<file path="src/rtl/ssp_pkg.sv">
// Shared constants and the framing enumeration for the synchronous serial port.
// Assumes words never exceed 16 bits and the command word is fixed at 8 bits.
package ssp_pkg;
    localparam int WORD_W   = 16;
    localparam int SIZE_W   = 4;
    localparam int CMD_W    = 8;
    localparam int SLOT_W   = 5;     // holds CMD_W + 1 + WORD_W slots
    localparam int MIN_SIZE = 3;     // smallest legal size code (4 bits)

    typedef enum logic [1:0] {
        FMT_SEL  = 2'b00,
        FMT_PULS = 2'b01,
        FMT_CMDR = 2'b10,
        FMT_NONE = 2'b11
    } fmt_e;
endpackage

</file>
<file path="src/rtl/ssp_fifo.sv">
// Show-ahead synchronous FIFO with a flush input that takes priority.
// Assumes DEPTH is a power of two, at least 2.
module ssp_fifo #(
    parameter int W     = 16,
    parameter int DEPTH = 4
) (
    input  logic         clk,
    input  logic         rst_n,
    input  logic         flush,
    input  logic         push,
    input  logic [W-1:0] wdata,
    output logic         full,
    input  logic         pop,
    output logic [W-1:0] rdata,
    output logic         empty
);
    localparam int AW = $clog2(DEPTH);

    logic [W-1:0] mem [DEPTH];
    logic [AW:0]  wp_q, rp_q;
    logic         do_push, do_pop;

    assign full    = (wp_q[AW] != rp_q[AW]) && (wp_q[AW-1:0] == rp_q[AW-1:0]);
    assign empty   = (wp_q == rp_q);
    assign rdata   = mem[rp_q[AW-1:0]];
    assign do_push = push && !full && !flush;
    assign do_pop  = pop && !empty && !flush;

    // Pointer update; flush returns both pointers to the same place.
    always_ff @(posedge clk) begin
        if (!rst_n || flush) begin
            wp_q <= '0;
            rp_q <= '0;
        end else begin
            if (do_push) wp_q <= wp_q + 1'b1;
            if (do_pop)  rp_q <= rp_q + 1'b1;
        end
    end

    // Storage write.
    always_ff @(posedge clk) begin
        if (do_push) mem[wp_q[AW-1:0]] <= wdata;
    end
endmodule

</file>
<file path="src/rtl/ssp_clkgen.sv">
// Produces one-cycle half-period ticks for the serial clock, from an
// internal divider or from rising edges of an external clock.
// Assumes the external clock is slower than half the block clock.
module ssp_clkgen #(
    parameter int DIV_W = 8
) (
    input  logic             clk,
    input  logic             rst_n,
    input  logic             run,
    input  logic             ext_sel,
    input  logic             ext_clk,
    input  logic [DIV_W-1:0] div,
    output logic             tick
);
    logic [DIV_W-1:0] cnt_q;
    logic [2:0]       ext_sync_q;
    logic             ext_rise;
    logic             div_hit;

    assign ext_rise = ext_sync_q[1] && !ext_sync_q[2];
    assign div_hit  = (cnt_q >= div);
    assign tick     = run && (ext_sel ? ext_rise : div_hit);

    // Bring the external clock into the block domain.
    always_ff @(posedge clk) begin
        if (!rst_n) ext_sync_q <= '0;
        else        ext_sync_q <= {ext_sync_q[1:0], ext_clk};
    end

    // Divider counter, held at zero while stopped.
    always_ff @(posedge clk) begin
        if (!rst_n || !run || ext_sel) cnt_q <= '0;
        else if (div_hit)              cnt_q <= '0;
        else                           cnt_q <= cnt_q + 1'b1;
    end
endmodule

</file>
<file path="src/rtl/ssp_engine.sv">
// Frame engine: one shifter serving three framings. A frame is a run of
// slots, each one serial clock long (low half then high half). Transmit data
// changes on the falling edge; receive data is sampled on the rising edge.
// Assumes configuration changes only while no word is in flight.
module ssp_engine
    import ssp_pkg::*;
(
    input  logic              clk,
    input  logic              rst_n,
    input  logic              en,
    input  logic              tick,
    input  fmt_e              cfg_fmt,
    input  logic [SIZE_W-1:0] cfg_size,
    input  logic              tx_valid,
    input  logic [WORD_W-1:0] tx_word,
    output logic              tx_pop,
    input  logic              rx_ready,
    output logic              rx_push,
    output logic [WORD_W-1:0] rx_word,
    input  logic              rxd,
    output logic              sclk,
    output logic              frame,
    output logic              txd,
    output logic              busy,
    output fmt_e              act_fmt
);
    fmt_e              fmt_q;
    logic [SIZE_W-1:0] size_q;
    logic              busy_q, half_q;
    logic [SLOT_W-1:0] slot_q, len, last_slot;
    logic [WORD_W-1:0] tx_sr_q, rx_sr_q, tx_load;
    logic              tx_slot, rx_slot, start, slot_end;

    assign len = SLOT_W'(size_q) + SLOT_W'(1);

    // Slot roles and frame length for the latched framing.
    always_comb begin
        case (fmt_q)
            FMT_PULS: begin
                tx_slot   = (slot_q != '0);
                rx_slot   = (slot_q != '0);
                last_slot = len;
            end
            FMT_CMDR: begin
                tx_slot   = (slot_q < SLOT_W'(CMD_W));
                rx_slot   = (slot_q > SLOT_W'(CMD_W));
                last_slot = len + SLOT_W'(CMD_W);
            end
            default: begin
                tx_slot   = 1'b1;
                rx_slot   = 1'b1;
                last_slot = len - SLOT_W'(1);
            end
        endcase
    end

    // Left-justify the outgoing word for the chosen framing.
    always_comb begin
        if (cfg_fmt == FMT_CMDR)
            tx_load = {tx_word[CMD_W-1:0], {(WORD_W-CMD_W){1'b0}}};
        else
            tx_load = tx_word << (SIZE_W'(WORD_W-1) - cfg_size);
    end

    assign start    = en && tick && !busy_q && tx_valid && rx_ready
                      && (cfg_fmt != FMT_NONE) && (cfg_size >= SIZE_W'(MIN_SIZE));
    assign slot_end = en && tick && busy_q && half_q;
    assign tx_pop   = start;
    assign rx_push  = slot_end && (slot_q == last_slot);
    assign rx_word  = rx_sr_q;

    // Frame sequencing and shifting.
    always_ff @(posedge clk) begin
        if (!rst_n || !en) begin
            busy_q  <= 1'b0;
            half_q  <= 1'b0;
            slot_q  <= '0;
            fmt_q   <= FMT_SEL;
            size_q  <= '0;
            tx_sr_q <= '0;
            rx_sr_q <= '0;
        end else if (start) begin
            busy_q  <= 1'b1;
            half_q  <= 1'b0;
            slot_q  <= '0;
            fmt_q   <= cfg_fmt;
            size_q  <= cfg_size;
            tx_sr_q <= tx_load;
            rx_sr_q <= '0;
        end else if (tick && busy_q) begin
            half_q <= !half_q;
            if (!half_q) begin
                if (rx_slot) rx_sr_q <= {rx_sr_q[WORD_W-2:0], rxd};
            end else begin
                if (tx_slot) tx_sr_q <= tx_sr_q << 1;
                if (slot_q == last_slot) busy_q <= 1'b0;
                else                     slot_q <= slot_q + 1'b1;
            end
        end
    end

    assign sclk    = busy_q && half_q;
    assign txd     = busy_q && tx_slot && tx_sr_q[WORD_W-1];
    assign busy    = busy_q;
    assign act_fmt = fmt_q;

    // Frame line: idle level depends on the selected framing.
    always_comb begin
        if (busy_q) frame = (fmt_q == FMT_PULS) ? (slot_q == '0) : 1'b0;
        else        frame = (cfg_fmt != FMT_PULS);
    end
endmodule

</file>
<file path="src/rtl/sync_serial_port.sv">
// Top level: transmit queue, receive queue, rate generator and frame engine.
// Assumes ser_rxd_i is already synchronous to clk.
module sync_serial_port #(
    parameter int FIFO_DEPTH = 4,
    parameter int DIV_W      = 8
) (
    input  logic             clk,
    input  logic             rst_n,
    input  logic             cfg_en_i,
    input  logic [1:0]       cfg_fmt_i,
    input  logic [3:0]       cfg_size_i,
    input  logic             cfg_ext_sel_i,
    input  logic [DIV_W-1:0] cfg_div_i,
    input  logic             ext_clk_i,
    input  logic             tx_push_i,
    input  logic [15:0]      tx_data_i,
    output logic             tx_full_o,
    input  logic             rx_pop_i,
    output logic [15:0]      rx_data_o,
    output logic             rx_empty_o,
    output logic             ser_sclk_o,
    output logic             ser_frame_o,
    output logic             ser_txd_o,
    input  logic             ser_rxd_i
);
    import ssp_pkg::*;

    logic              tick, tx_empty, tx_pop, rx_full, rx_push, busy;
    logic [WORD_W-1:0] tx_head, rx_word;
    fmt_e              act_fmt;
    logic [1:0]        act_fmt_bits;

    assign act_fmt_bits = act_fmt;

    ssp_fifo #(.W(WORD_W), .DEPTH(FIFO_DEPTH)) u_txq (
        .clk(clk), .rst_n(rst_n), .flush(!cfg_en_i),
        .push(tx_push_i), .wdata(tx_data_i), .full(tx_full_o),
        .pop(tx_pop), .rdata(tx_head), .empty(tx_empty)
    );

    ssp_fifo #(.W(WORD_W), .DEPTH(FIFO_DEPTH)) u_rxq (
        .clk(clk), .rst_n(rst_n), .flush(!cfg_en_i),
        .push(rx_push), .wdata(rx_word), .full(rx_full),
        .pop(rx_pop_i), .rdata(rx_data_o), .empty(rx_empty_o)
    );

    ssp_clkgen #(.DIV_W(DIV_W)) u_rate (
        .clk(clk), .rst_n(rst_n), .run(cfg_en_i), .ext_sel(cfg_ext_sel_i),
        .ext_clk(ext_clk_i), .div(cfg_div_i), .tick(tick)
    );

    ssp_engine u_eng (
        .clk(clk), .rst_n(rst_n), .en(cfg_en_i), .tick(tick),
        .cfg_fmt(fmt_e'(cfg_fmt_i)), .cfg_size(cfg_size_i),
        .tx_valid(!tx_empty), .tx_word(tx_head), .tx_pop(tx_pop),
        .rx_ready(!rx_full), .rx_push(rx_push), .rx_word(rx_word),
        .rxd(ser_rxd_i), .sclk(ser_sclk_o), .frame(ser_frame_o),
        .txd(ser_txd_o), .busy(busy), .act_fmt(act_fmt)
    );
endmodule

</file>
<file path="config.mk">
export PLATFORM = sky130hd
export DESIGN_NAME = sync_serial_port
export DESIGN_NICKNAME = d
export VERILOG_FILES = /design/src/rtl/ssp_pkg.sv /design/src/rtl/ssp_fifo.sv /design/src/rtl/ssp_clkgen.sv /design/src/rtl/ssp_engine.sv /design/src/rtl/sync_serial_port.sv
export SDC_FILE = /design/constraint.sdc
export NUM_CORES = 1
export LEC_CHECK = 0
export BUFFER_PORTS_ARGS = -buffer_cell sky130_fd_sc_hd__buf_4
export CAP_MARGIN = 10
export CORE_MARGIN = 3
export CORE_UTILIZATION = 61
export CTS_CLUSTER_DIAMETER = 40
export DETAILED_ROUTE_END_ITERATION = 6
export GPL_TIMING_DRIVEN = 0
export PLACE_DENSITY = 0.82
export SKIP_CTS_REPAIR_TIMING = 1
export SLEW_MARGIN = 40
export SYNTH_ARGS = -nofsm -noshare
export SYNTH_HDL_FRONTEND = slang
export SYNTH_SLANG_ARGS = --single-unit
</file>
<file path="constraint.sdc">
create_clock -name clk -period 3.7 [get_ports clk]
set_clock_uncertainty 0.15 [all_clocks]
set_input_delay 0.185 -clock clk [delete_from_list [all_inputs] [get_ports clk]]
set_output_delay 0.185 -clock clk [all_outputs]
set_load 0.02 [all_outputs]
</file>
## Yosys cells after proc, flatten, opt, wreduce, memory -nomap -nowiden

Memories as Yosys holds them, arrays and structs flattened. A register that Yosys moved wholly into a read port is not among the register bits.
Cells that the tools add are included.

- Bits in read-only memories: 0
- Bits in latches: 0
- Bits in registers: 68
- Memories kept: 2
- Memory bits (writable): 128
- Word-level logic and storage cells: 115
- Output and inout port bits: 21

Memories:

| name | words | bits a word | rd ports | clocked after Yosys merged registers in | wr ports | line | RTL |
|---|---|---|---|---|---|---|---|
| u_rxq.mem | 4 | 16 | 1 | 1 | 1 | ssp_fifo.sv:19 | `logic [W-1:0] mem [DEPTH];` |
| u_txq.mem | 4 | 16 | 1 | 1 | 1 | ssp_fifo.sv:19 |  |

- Add/sub/neg operators: 10
- Shift-type cells: 1
- Eq/ne operators: 12
- Divide/modulo/power cells: 0
- Magnitude comparators: 4
- Bitwise logic cells: 2
- Multipliers: 0
- Reductions and logical operators: 48
- Mux-type cells: 23

Operators by type and width:

| kind | count |
|---|---|
| 16-bit two-way mux | 5 |
| 1-bit logical AND | 25 |
| 16-bit by 4-bit << shifter with 16-bit output | 1 |
| 3-bit by 1-bit adder with 3-bit output, second input constant | 4 |
| 3-bit AND reduction | 4 |
| 1-bit two-way mux | 11 |
| 5-bit case mux with 2 select lines | 1 |
| 1-bit zero test | 9 |
| 8-bit by 1-bit adder with 8-bit output, second input constant | 1 |
| 8-bit greater-or-equal comparator | 1 |
| 2-bit two-way mux | 4 |
| 2-bit nonzero test | 4 |
| 3-bit == test | 2 |
| 4-bit by 1-bit adder with 5-bit output, second input constant | 1 |
| 5-bit by 1-bit adder with 5-bit output, second input constant | 1 |
| 5-bit by 4-bit adder with 5-bit output, second input constant | 1 |
| 5-bit == test | 1 |
| 5-bit by 4-bit > comparator with 1-bit output, second input constant | 1 |
| 5-bit zero test | 1 |
| 5-bit by 4-bit < comparator with 1-bit output, second input constant | 1 |
| 5-bit nonzero test | 1 |
| 5-bit by 1-bit subtractor with 5-bit output, second input constant | 1 |
| 2-bit == test | 2 |
| 2-bit == test, second input constant | 2 |
| 10 further kinds | 15 |

## Depth between registers and ports, before layout

Gate-level depths: netlist of run 1.

- Depth in word-level cells: 14
- Depth in mapped cells: 12

## By module

From an unflattened synthesis of run 1, not the netlist that was laid out.

- Cells, all modules: 710
- Area, all modules: 9,344.0 um2

By module, submodules not included:

| module | instances | area each (um2) | cells each |
|---|---|---|---|
| ssp_fifo | 2 | 2,897.8 | 152 |
| ssp_engine | 1 | 2,899.0 | 336 |
| ssp_clkgen | 1 | 638.1 | 67 |
| sync_serial_port | 1 | 11.3 | 3 |

## Least setup slack after synthesis of run 1

Ideal clock, no wire load.

- Path kind: register -> register
- Start point: reg u_eng.fmt_q[0] (netlist: u_eng.act_fmt[0])
- End point: mem u_rxq.mem[0][0] (enable)
- Stages on the path, launching flop included: 11
- Path buffers: 2
- Path slack: 0.748 ns
- Arrival time: 2.428 ns
- Setup time: 0.374 ns
- Cells stage by stage: dfxtp_1 inv_1 ha_1 clkbuf_1 o21ba_2 mux2i_1 o22a_1 a211oi_2 and4_1 buf_2 and3_1

- Longest elaborated chain between the ends: 8

Ends and longest elaborated chain:

| what | line | RTL |
|---|---|---|
| from (decl) | ssp_engine.sv:27 | `fmt_e fmt_q;` |
| from (signal assigned) | ssp_engine.sv:86 | `fmt_q <= cfg_fmt;` |
| 2-bit == test / 2-bit by 1-bit == test with 1-bit output (equally long branches) | ssp_engine.sv:38 | `case (fmt_q)` |
| 5-bit case mux with 2 select lines (*) | ssp_engine.sv:38 |  |
| 5-bit == test (*) | ssp_engine.sv:69 | `assign rx_push = slot_end && (slot_q == last_slot);` |
| 1-bit logical AND (*) | ssp_engine.sv:69 |  |
| 1-bit logical AND (*) (2 in series) | ssp_fifo.sv:26 | `assign do_push = push && !full && !flush;` |
| 1-bit two-way mux (*) | ssp_fifo.sv:42 | `if (do_push) mem[wp_q[AW-1:0]] <= wdata;` |
| 1-bit two-way mux (implied by the code) (*) | ssp_fifo.sv:42 |  |
| to (decl) | ssp_fifo.sv:19 |  |

Mark *: on every way between the ends. The rest lies on a longest branch, timed or not.

## Worst setup path in the final report of run 1

- Start point: reg u_eng.fmt_q[0] (netlist: u_eng.act_fmt[0])
- End point: mem u_rxq.mem[0][2] (enable)

Same word-level chain as after synthesis.

==> results.md, run 1 <==
Status:
- The flow ran to the end, and the final reports show no timing, DRC or antenna violations.

Clock network:
- At the later pin of the worst-skew pair, clock insertion delay measures 0.43 ns.
- The number of buffers between clock root and the deepest sink is 2.
- The TritonCTS clock tree is done.
- The count of clock tree sinks is 200.
- After clock tree synthesis, the clock-pin slew on the worst setup and hold paths is around 0.07 ns.
- The TritonCTS buffer count is 17.
- The buffer cell driving the clock tree root is clkbuf_16.
- The clock tree synthesis step divided the H-tree into 4 levels.

Worst setup path:
- The cell at the slowest stage of the critical path is and3_2.
- The most frequent cell on the critical path is buf_2.
- Traced cell by cell, the critical path runs through inv_1, ha_1, clkbuf_1, buf_2, a41oi_1, mux2i_1, xor2_1, and4_1, buf_2, and3_2.
- The beginning of the worst register-to-register path is u_eng.act_fmt[0].
- The endpoint of the lowest-slack register-to-register path is u_rxq.mem[0][2].
- STA classifies the critical path endpoint as a flop.
- The number of cells on the worst reg-to-reg path is 10.
- The slack of the worst reg-to-reg path is a little over 0.4 ns.
- The highest cell delay on the worst timing path is roughly 0.51 ns.
- The category of the most critical setup path is reg2reg.
- The sort of element at the start of the critical path is a flop.
- Along the worst path, the maximum fanout reaches 16.
- Data on the critical path is required at its endpoint by roughly 3.6 ns.
- The arrival time at the worst endpoint is 3.22 ns.

Route:
- The detailed router placed around 6300 vias in this run.
- For this run, design rule violations remaining after detail routing come to 0.
- Using the TritonRoute via totals, the vias-per-cell ratio works out to 6.12.
- The DRC violation total after the first TritonRoute iteration is about 460.
- The total wirelength of the detailed-routed design is ~20000 um.
- Dividing the detail-routed wire length by the instance count gives 19.5 um.
- Once detail routing completed, the nets flagged for antenna violations numbered 0.
- The length of the first detailed-routing pass in iterations is 5.

Logic synthesis:
- The synthesized flop and latch total is 200.
- Yosys instantiated no cell more often than edfxtp_1.
- Sequential cells were found to cover a little under three fifths of the synthesized design area.
- The compound-cell area share of the yosys netlist is around 8%.
- The arithmetic-cell share of the synthesized area counting full adders, half adders and majority gates is between 3 and 4%.
- Yosys attributes the largest share of cell area to edfxtp_1 41%, dfxtp_1 16%, mux4_2 6.6%.
- The count of warnings emitted by yosys is 0.
- After synthesis, the share of cell area in mux cells is 14.6%.
- In this run, distinct cell masters in the synthesized netlist total 75.
- The average instance in the mapped netlist occupies 12.6 um2.
- The area share of the largest cell type after synthesis is 41.4%.
- After technology mapping, the gate count stands at approximately 740.
- In the synthesized netlist the dominant register cell turns out to be edfxtp_1.
- The async set or reset register ratio after synthesis is 0%.
- After Yosys synthesis, XOR and XNOR cells account for under 10% of the synthesized area.
- By count the netlist is led by 128 x edfxtp_1, 73 x nor2_1, 72 x dfxtp_1.
- The post-synthesis instance area is a little over 9000 um2.
- The simple-gate share of the synthesized area is 11.5%.
- The largest area contributor in the netlist is edfxtp_1.
- The number of enable-type register cells in the synthesized netlist is ~130.
- By area, the combinational part of the netlist is dominated by multiplexers.
- The number of nets handed over by synthesis was about 800.

Timing:
- The highest attainable clock frequency is around 300 MHz.
- The total negative setup slack is 0 ns.
- The worst pin sits at a relative slew slack of between 50% and 60%.
- The max-slew violation count is 0.
- The final-report hold violation count is 0.
- The worst path in the final design needs a cycle of roughly 3.3 ns, including I/O delays and setup.
- Setup violations remaining at the end of the flow were counted as 0.
- Hold timing on the final database bottoms out at a slack of between 0.015 and 0.02 ns.
- The final period utilization is 89.0%.
- At the pin with the least slew margin, the transition time is roughly 0.61 ns.
- Setup repair after global routing left no endpoint under its margin.

Final layout:
- The net count of the finished layout is ~900.
- The final design instance area without fill is ~11000 um2.
- The number of standard cells in the layout, taps in and fillers out is 1030.
- 0 antenna diodes ended up in the layout.
- Cells with a size suffix above 1 make up 20.1% of the layout.
- The area growth from synthesis to layout is 16.4%.

GRT:
- After global routing, the most crowded layer is met2.
- The met1 layer usage reported by global route is approximately 31%.
- The first global-routing pass estimated roughly 32000 um of wire.
- The initial antenna violation count is 0.
- Entering global routing, the biggest net connects 21 pins.
- The global routing usage summed across all routing layers is 24.5%.
- The overall overflow remaining after global route is 0.
- Global routing used between 40% and 50% of the available met2 tracks.
- Global routing consumed, on the met3 layer, between 4 and 5% of the routing resources.
- The via count of the first global-routing pass is approximately 6300.

Worst hold path:
- The path class of the tightest hold or removal check is in2reg.
- The path with the worst hold slack has its endpoint at u_rxq.wp_q[2].
- The worst hold path passes through 3 cells.
- The worst hold path begins at cfg_en_i.

Placed design:
- Once detailed placement completed, the half-perimeter wirelength came to 14000 um.
- The instance area at placement is 9920 um2.
- At the end of routability-driven placement, the weighted congestion stood at 0.996.
- The number of placed instances, taps included, is about 970.
- The count of input and output buffers is between 50 and 60.

Die:
- The die is ~130 um wide.
- The die covers roughly 17000 um2.
- During I/O placement, the number of pins put on the boundary was between 50 and 60.
- Once the floorplan was initialized, standard cells occupied between 60% and 70% of the core.
- In this run the vertical extent of the chip is 129 um.
- The number of rows created at floorplan is 44.
- The core region area is 14700 um2.

Job:
- The tool flagged a number of max-cap violations equal to 0.

Power:
- The worst-case IR drop observed on VDD is ~320 uV.
- The static leakage is between 3 and 4 nW.
- Power spread over the standard cell area amounts to between 400 and 500 nW/um2.
- Total power for the finished layout comes to between 0.004 and 0.005 W.
worst max-delay path: cells and delay by family, from the launching register on:
kind            cells  cell delay [ns]
flops               1             0.36
fa+ha+maj           1             0.26
xor+xnor            1             0.28
simple gates        2             0.72
buf+inv             4             0.78
compound gates      1             0.14
mux                 1             0.23
cell usage in the layout, fill, tap and decap left out, types with 5 or more instances in the layout:
master and n:
inv_1 30, o21ai_0 13, nor2_1 73, nor2b_1 5, mux2_2 13, mux4_2 27, clkbuf_1 23, nor3_1 17
buf_4 57, nand2_1 43, a21oi_1 29, mux2i_1 47, and2_1 10, edfxtp_1 128, o22ai_1 11, dfxtp_1 72
xor2_1 15, nand2b_1 7, nand4_1 6, a211oi_1 9, nand3b_1 5, dlygate4sd3_1 23, buf_2 14, ha_1 24
mux4_1 5, nand3_1 19, clkbuf_16 17, xnor2_1 9
sequential cells by signal, indices dropped and copies added, names as in the netlist, 4 cells and up, named ones only:
signal,flops
u_eng.size_q,4
u_eng.tx_sr_q,16
u_rate.cnt_q,8
u_eng.rx_word,16
u_rxq.mem,64
u_eng.slot_q,5
u_txq.mem,64
stage by stage:
stage | util [%] | setup slack (ns)
after floorplan | - | 0.748
after global placement | 67.4 | 0.223
after detailed placement | 67.5 | 0.183
after CTS | 71.8 | 0.133
after global routing | 73.5 | 0.192
final | 73.5 | 0.407
final cells by class:
class	instances	area, um2
inverters	31	116
fillers	960	3900
clock inverters	14	203
multi-input cells	462	3690
flip-flops and latches	200	5290
plain buffers	43	199
clock buffers	18	429
well taps	184	230
repair buffers	78	647
where the power goes:
group          internal, W  switching, W
combinational    0.0000978      0.000131
clock              0.00104      0.000884
sequential         0.00237    0.00000547
metal layers:
layer | part of all wire [%] | up-vias
met4 | 1.7 | 0
li1 | - | 2945
met2 | 52 | 191
met1 | 42 | 3140
met3 | 4.7 | 32
met5 | 0 | -
cells by family (layout without fill, tap and decap cells):
family | Yosys count | in the layout
mux | 92 | 92
xor+xnor | 24 | 24
simple gates | 217 | 217
buf+inv | 74 | 184
compound gates | 105 | 105
flops | 200 | 200
fa+ha+maj | 24 | 24
worst max path at each step:
stage | cells past startpoint | end | slack, ns | start
floorplan | 10 | u_rxq.mem[0][0] | 0.75 | u_eng.act_fmt[0]
global placement | 10 | u_rxq.mem[3][0] | 0.22 | u_eng.act_fmt[0]
detailed placement | 10 | u_rxq.mem[1][0] | 0.18 | u_eng.act_fmt[0]
CTS | 10 | u_rxq.mem[1][2] | 0.13 | u_eng.act_fmt[0]
global route | 10 | u_rxq.mem[0][6] | 0.19 | u_eng.act_fmt[0]
finish | 10 | u_rxq.mem[0][2] | 0.41 | u_eng.act_fmt[0]
Power figures use the tool's default switching activity.
==> inputs of run 2 (changes only) <==
- MAX_ROUTING_LAYER: not set -> met4
==> run 2 against run 1 <==
Effect of this change:
- clock power down 5%
- fmax decreased by 0.63%
- utilization decreased by 0.11 points
- combinational power is essentially flat
- critical endpoint is now u_rxq.mem[1][0]
==> results.md, run 2 (synthesis gave the netlist of run 1 again) <==
Timing:
- The highest attainable clock frequency was 302 MHz (-0.63%).
- The total negative setup slack is 0 ns (unchanged).
- The setup slack after layout is 0.386 ns (-0.0208 ns).
- The slew of the pin with the lowest slew margin came to 0.627 ns (+0.0130 ns).
- The final period utilization came to 89.6% (+0.56 points).
- The worst-case hold slack came to 0.127 ns (+0.112 ns).
- The final critical delay including setup and external delays was 3.31 ns (+0.0208 ns).
- The final-report hold violation count is 0 (unchanged).
- The max-slew violation count is 0 (unchanged).
- The number of setup violations in the final report is 0 (unchanged).
- Setup repair after global routing left no endpoint under its margin.
- The worst slew margin relative to its limit is 57.1% (-0.89 points).

GRT:
- The overall overflow remaining after global route was 0 (unchanged).
- The fraction of met3 tracks used by global routing is 4.82% (+0.12 points).
- The first-pass GRT wire length is 31800 um (+0.20%).
- The met1 layer usage reported by global route came to 32.0% (+0.81 points).
- The pin count of the biggest net entering global routing is 22 (+4.8%).
- The via count of the first global-routing pass is 6224 (-1.5%).
- The initial antenna violation count is 0 (unchanged).
- The global routing stage identified its most utilized layer as met2.
- The met2 global-route usage is 42.4% (+0.49 points).
- The global routing usage summed across all routing layers is 25.6% (+1.0 points).

Clock network:
- The TritonCTS buffer count is 17 (unchanged).
- The clock slew seen by the registers of the worst setup and hold paths is 0.07 ns (about the same).
- The H-tree level count is 4 (unchanged).
- The number of buffers between clock root and the deepest sink is 2 (unchanged).
- The worst-skew pair later-pin latency came to 0.44 ns (about the same).
- TritonCTS built the clock tree.
- The count of clock tree sinks is 200 (unchanged).
- The tree is rooted in a clkbuf_16.

Worst setup path:
- The number of cells traversed by the worst register-to-register path is 10 (unchanged).
- The data required time of the critical path is 3.63 ns (about the same).
- The category of the most critical setup path is reg2reg.
- The endpoint type of the worst setup path is a flop.
- The biggest fanout along the worst timing path is 16 (unchanged).
- The arrival time at the worst endpoint is 3.25 ns (+0.03 ns).
- The sort of element at the start of the critical path is a flop.

Die:
- The initial cell density of the core is 63.1% (unchanged).
- The top-level port count is 59 (unchanged).
- The core region area is 14700 um2 (unchanged).
- The die outline height came to 129 um (unchanged).
- The area enclosed by the die boundary is 16700 um2 (unchanged).
- The number of rows created at floorplan is 44 (unchanged).
- The die boundary width is 129 um (unchanged).

Final layout:
- The post-layout net count is 896 (+0.11%).
- From synthesis to final layout, the design area changed by 16.2%.
- The most common cell after layout, fill and taps aside is edfxtp_1.
- The number of standard cells in the layout, taps in and fillers out was 1031 (+0.097%).
- The share of layout cells above drive strength 1 is 20.2% (+0.094 points).
- The top cell types in the final layout, fill and taps aside, are 128 x edfxtp_1, 73 x nor2_1, 72 x dfxtp_1.
- The antenna diode count is 0 (unchanged).

Power:
- The switching power is 0.00105 W (+3.3%).
- The power share of the combinational group is 5.2% (+0.2 points).
- The overall power consumption came to 0.00443 W (-2.2%).
- The proportion of power drawn by the clock network is 41.2% (-1.3 points).
- The total power density per cell area is 411 nW/um2 (-2.0%).
- The internal power of the cells is 0.00338 W (-3.7%).
- The peak supply drop is 358 uV (+12%).
- The static leakage is 3.97 nW (-0.51%).
- The sequential cell fraction of total power is 53.6% (+1.2 points).
- The fraction of power spent switching nets was 23.8% (+1.3 points).

Placed design:
- The placed instance count is 974 (unchanged).
- The worst slack at placement came to 0.137 ns (-0.0459 ns).
- The count of input and output buffers is 54 (unchanged).
- The post-DP HPWL is 14300 um (+1.9%).
- The final weighted congestion in routability-driven placement is 0.978 (-1.8%).

Route:
- The average wire per cell in the routed design is 19.7 um (+0.99%).
- The length of the first detailed-routing pass in iterations is 5 (unchanged).
- The routed via count was 6339 (+0.49%).
- The DRC violation total after the first TritonRoute iteration came to 552 (+19%).
- The number of nets with antenna violations after detailed routing was 0 (unchanged).
- The post-route DRC violation count was 0 (unchanged).
- The routed via count divided by cell count was 6.15 (+0.39%).
- The total wirelength of the detailed-routed design came to 20300 um (+1.1%).

Status:
- The run finished with clean final reports.

Worst hold path:
- The instance count along the most critical hold path was 5 (+2).
- The path class of the tightest hold or removal check is in2reg.

Job:
- The max capacitance violation total is 0 (unchanged).
==> run 2: cell count changes in the layout (fill, tap and decap cells not counted), sizes merged <==
| cell | delta |
|---|---|
| bufinv | -2 |
| clkbuf | -1 |
| clkinv | +3 |
| clkinvlp | +3 |
| dlygate4sd3 | +1 |
| inv | -3 |
==> run 2: final timing paths <==
check        slack, ns                 start                    to
max               0.39      u_eng.act_fmt[0]       u_rxq.mem[1][0]
min reg2reg       0.31  u_rate.ext_sync_q[0]  u_rate.ext_sync_q[1]
max reg2reg       0.39      u_eng.act_fmt[0]       u_rxq.mem[1][0]
min               0.13             tx_push_i         u_txq.wp_q[1]
==> run 2: power by group through the flow <==
stage | logic, W | clock network (W) | registers (W)
finish | 0.000231 | 0.00183 | 0.00237
global placement | 0.000202 | 0 | 0.00242
detailed placement | 0.000206 | 0 | 0.00243
CTS | 0.000207 | 0.00185 | 0.00237
global route | 0.000250 | 0.00193 | 0.00238
floorplan | 0.000122 | 0 | 0.00242
==> run 2: cell type report <==
| type | instances | area (um2) |
|---|---|---|
| inverters | 31 | 116 |
| multi-input cells | 462 | 3690 |
| fillers | 937 | 3920 |
| plain buffers | 43 | 199 |
| clock inverters | 15 | 180 |
| flip-flops and latches | 200 | 5290 |
| well taps | 184 | 230 |
| repair buffers | 79 | 657 |
| clock buffers | 17 | 425 |
==> run 2: metrics by stage <==
step	instance area (um2)	utilization [%]
finish	10800	73.3
detailed placement	9920	67.5
global route	10800	73.3
global placement	9910	67.4
CTS	10500	71.6
floorplan	9280	-
==> run 2: metal layers <==
layer / wire length, um / share of wire [%]
met1: 8580 / 42
met2: 10400 / 51
met3: 979 / 4.8
met4: 323 / 1.6
met5: 0 / 0
==> run 2: critical path, cell delays in order (launching register included) <==
cell	delay (ns)
dfxtp_1	0.36
inv_1	0.06
ha_1	0.27
clkbuf_1	0.27
buf_2	0.30
a41oi_1	0.14
mux2i_1	0.27
xor2_1	0.26
and4_1	0.21
buf_2	0.18
and3_2	0.50
==> inputs of run 3 (changes only) <==
- ABC_AREA: not set -> 1
==> run 3 against run 2 <==
Effect of this change:
- fmax increased by 12%
- synthesized area increased by 1.1%
- critical path depth increased by 2
- synthesized cell count increased by 43%
- die area increased by 1.0%
- sequential power about the same
- clock power about the same
- register-to-register slack improved by 0.36 ns
- via count increased by 22%
- first-iteration DRC count increased by 50%
- clock-buffer cell count unchanged
- highest routed layer unchanged
==> results.md, run 3 <==
Worst setup path:
- The most frequent cell on the critical path is inv_1.
- The setup path with the least slack is of type reg2reg.
- The endpoint type of the worst setup path is a flop.
- The arrival time at the worst endpoint is 2.88 ns (-0.37 ns).
- The highest cell delay on the worst timing path is 0.48 ns (-0.02 ns).
- The cell at the slowest stage of the critical path is nor2_4.
- The worst setup path is launched from a flop.
- The data required time of the critical path is 3.63 ns (about the same).
- The biggest fanout along the worst timing path is 16 (unchanged).
- The critical path goes through inv_1, ha_1, buf_4, inv_1, nand3_1, nand4_1, nand2_1, nor2_1, nand3_2, nor2_8, nand3_4, nor2_4.
- The cell family with the largest share of critical-path delay is simple AND/OR/NAND/NOR gates.
- The critical path buffer and inverter count is 3 (-1).

Final layout:
- The post-layout net count is 1211 (+35%).
- The top cell types in the final layout, fill and taps aside, are 243 x nand2_1, 136 x nand3_1, 128 x edfxtp_1.
- From synthesis to final layout, the design area changed by 16.4%.
- The antenna diode count came to 0 (unchanged).
- The most common cell after layout, fill and taps aside is nand2_1.
- The count of filler cells inserted in the layout is 1069 (+14%).
- The share of layout cells above drive strength 1 was 11.6% (-8.6 points).
- The total area of multi-input combinational cells came to 3500 um2 (-5.0%).
- The sequential cell area is 5290 um2 (unchanged).
- The utilization after layout is 73.7% (+0.37 points).

Power:
- The overall power consumption is 0.00447 W (+0.88%).
- The fraction of power spent switching nets came to 24.3% (+0.54 points).
- The internal power of the cells was 0.00338 W (+0.17%).
- The peak supply drop is 311 uV (-13%).
- The switching power is 0.00109 W (+3.2%).
- The static leakage came to 4.41 nW (+11%).
- The proportion of power drawn by the clock network is 41.2% (about the same).
- The sequential cell fraction of total power is 53.2% (-0.4 points).
- The power share of the combinational group was 5.7% (+0.5 points).
- The total power density per cell area is 410 nW/um2 (-0.37%).

Die:
- The number of rows created at floorplan is 44 (unchanged).
- The die outline height is 130 um (+0.50%).
- The area enclosed by the die boundary is 16900 um2 (+1.0%).
- The die boundary width is 130 um (+0.50%).
- The initial cell density of the core is 63.3% (+0.19 points).
- The core region area came to 14800 um2 (+0.75%).
- The top-level port count was 59 (unchanged).

Clock network:
- The clock slew seen by the registers of the worst setup and hold paths is 0.08 ns (about the same).
- The number of buffers between clock root and the deepest sink is 2 (unchanged).
- The worst-skew pair later-pin latency is 0.44 ns (about the same).
- TritonCTS built the clock tree.
- The buffer cell driving the clock tree root is clkbuf_16.
- The TritonCTS buffer count came to 17 (unchanged).
- The count of clock tree sinks is 200 (unchanged).
- The H-tree level count is 4 (unchanged).

Worst hold path:
- The type of the most critical hold path is in2reg.

Logic synthesis:
- The simple-gate share of the synthesized area came to 23.9% (+12 points).
- The count of warnings emitted by yosys is 0 (unchanged).
- The number of enable-type register cells in the synthesized netlist was 128 (unchanged).
- The arithmetic-cell share of the synthesized area counting full adders, half adders and majority gates is 3.20% (-0.034 points).
- The mux contribution to synthesized area came to 0% (-15 points).
- The most instantiated library cell after synthesis is nand2_1.
- The post-synthesis instance area is 9380 um2 (+1.1%).
- The compound-cell area share of the yosys netlist is 8.97% (+0.97 points).
- The combinational family with the most area after synthesis is simple AND/OR/NAND/NOR gates.
- The dominant register cell in the synthesized netlist is edfxtp_1.
- The mean cell area of the mapped netlist was 8.94 um2 (-29%).
- The synthesized design spends more area on one cell type than any other, namely edfxtp_1.
- The post-synth net total is 1111 (+39%).
- The count of distinct cell types in the synthesized netlist is 41 (-45%).
- The post-synthesis sequential area ratio is 56.4% (-0.59 points).
- The xor/xnor cell area share of the yosys netlist was 0.747% (-1.5 points).
- The synthesized flop and latch total came to 200 (unchanged).
- The async set or reset register ratio after synthesis is 0% (unchanged).
- Sorting the synthesized cells by how often they occur yields 243 x nand2_1, 136 x nand3_1, 128 x edfxtp_1.
- Yosys attributes the largest share of cell area to edfxtp_1 41%, dfxtp_1 15%, nand2_1 9.7%.
- The area share of the largest cell type after synthesis is 41.0% (-0.43 points).
- The count of mapped cells out of synthesis is 1049 (+43%).

GRT:
- The first-pass GRT wire length is 34800 um (+9.3%).
- The overall overflow remaining after global route is 0 (unchanged).
- The pin count of the biggest net entering global routing was 22 (unchanged).
- The global routing usage summed across all routing layers is 27.2% (+1.6 points).
- The initial antenna violation count is 0 (unchanged).
- The via count of the first global-routing pass was 7203 (+16%).

Route:
- The routed via count is 7733 (+22%).
- The post-route DRC violation count is 0 (unchanged).
- The average wire per cell in the routed design came to 16.5 um (-16%).
- The length of the first detailed-routing pass in iterations is 6 (+1).
- The total wirelength of the detailed-routed design is 22200 um (+9.5%).
- The routed via count divided by cell count was 5.75 (-6.6%).
- The number of nets with antenna violations after detailed routing came to 0 (unchanged).
- The DRC violation total after the first TritonRoute iteration is 828 (+50%).

Timing:
- Setup repair after global routing left no endpoint under its margin.
- The total negative setup slack is 0 ns (unchanged).
- The slew of the pin with the lowest slew margin is 0.738 ns (+0.111 ns).
- The highest attainable clock frequency came to 339 MHz (+12%).
- The max-slew violation count is 0 (unchanged).
- The number of setup violations in the final report is 0 (unchanged).
- The final-report hold violation count is 0 (unchanged).
- The final critical delay including setup and external delays was 2.95 ns (-0.365 ns).
- The final period utilization is 79.7% (-9.9 points).
- The worst slew margin relative to its limit was 50.7% (-6.4 points).

Job:
- The max capacitance violation total is 0 (unchanged).

Status:
- The flow ran to the end, and the final reports show no timing, DRC or antenna violations.

Placed design:
- The final weighted congestion in routability-driven placement is 0.960 (-1.8%).
- The count of input and output buffers came to 58 (+7.4%).
- The post-DP HPWL is 15100 um (+5.1%).
[run 3: kinds of logic after synthesis]
kind of cell	after synthesis
fa+ha+maj	24
simple gates	504
flops	200
xor+xnor	8
compound gates	159
buf+inv	154
[run 3: power groups by stage]
stage	Clock (W)	Combinational, W	Sequential [W]
3_3_place_gp	0	0.000221	0.00243
3_5_place_dp	0	0.000226	0.00243
4_1_cts	0.00184	0.000228	0.00238
5_1_grt	0.00194	0.000281	0.00238
2_1_floorplan	0	0.000135	0.00243
6_report	0.00184	0.000254	0.00238
[run 3: area by class of cell]
class,count,share of cell area [%]
plain buffers,42,1.97
multi-input cells,695,32.1
clock buffers,17,3.90
inverters,112,3.87
repair buffers,81,6.10
well taps,184,2.11
clock inverters,15,1.52
flip-flops and latches,200,48.4
[run 3: per-stage QoR]
step                hold WS, ns  instances  setup WS (ns)  cell area (um2)
finish                   0.0315       1346          0.751            10900
global route             0.0503       1346          0.502            10900
CTS                      -0.224       1323          0.538            10700
detailed placement        0.225       1291          0.551            10100
global placement          0.233       1291          0.114            10000
floorplan                 0.128       1049          0.783             9380
[run 3: worst min-delay path: stages]
cell and delay [ns]:
buf_4 0.14, nand3_1 0.14, a21oi_1 0.10
[run 3: per-layer routing]
metal / routed length (um) / GRT usage, % / vias up
met2: 10800 / 43.3 / 332
met3: 1560 / 4.50 / 40
met1: 9420 / 35.3 / 3618
li1: - / - / 3743
met5: 0 / - / -
met4: 466 / 10.5 / 0
[run 3: path summary, 6_finish.rpt]
path,start,endpoint,slack [ns],cells past startpoint
worst min-delay path,cfg_en_i,flop,0.03,3
worst min register to register,u_rate.ext_sync_q[1],u_rate.ext_sync_q[2],0.29,2
worst max-delay path,u_eng.act_fmt[0],u_rxq.mem[3][14],0.75,12
worst max register to register,u_eng.act_fmt[0],u_rxq.mem[3][14],0.75,12
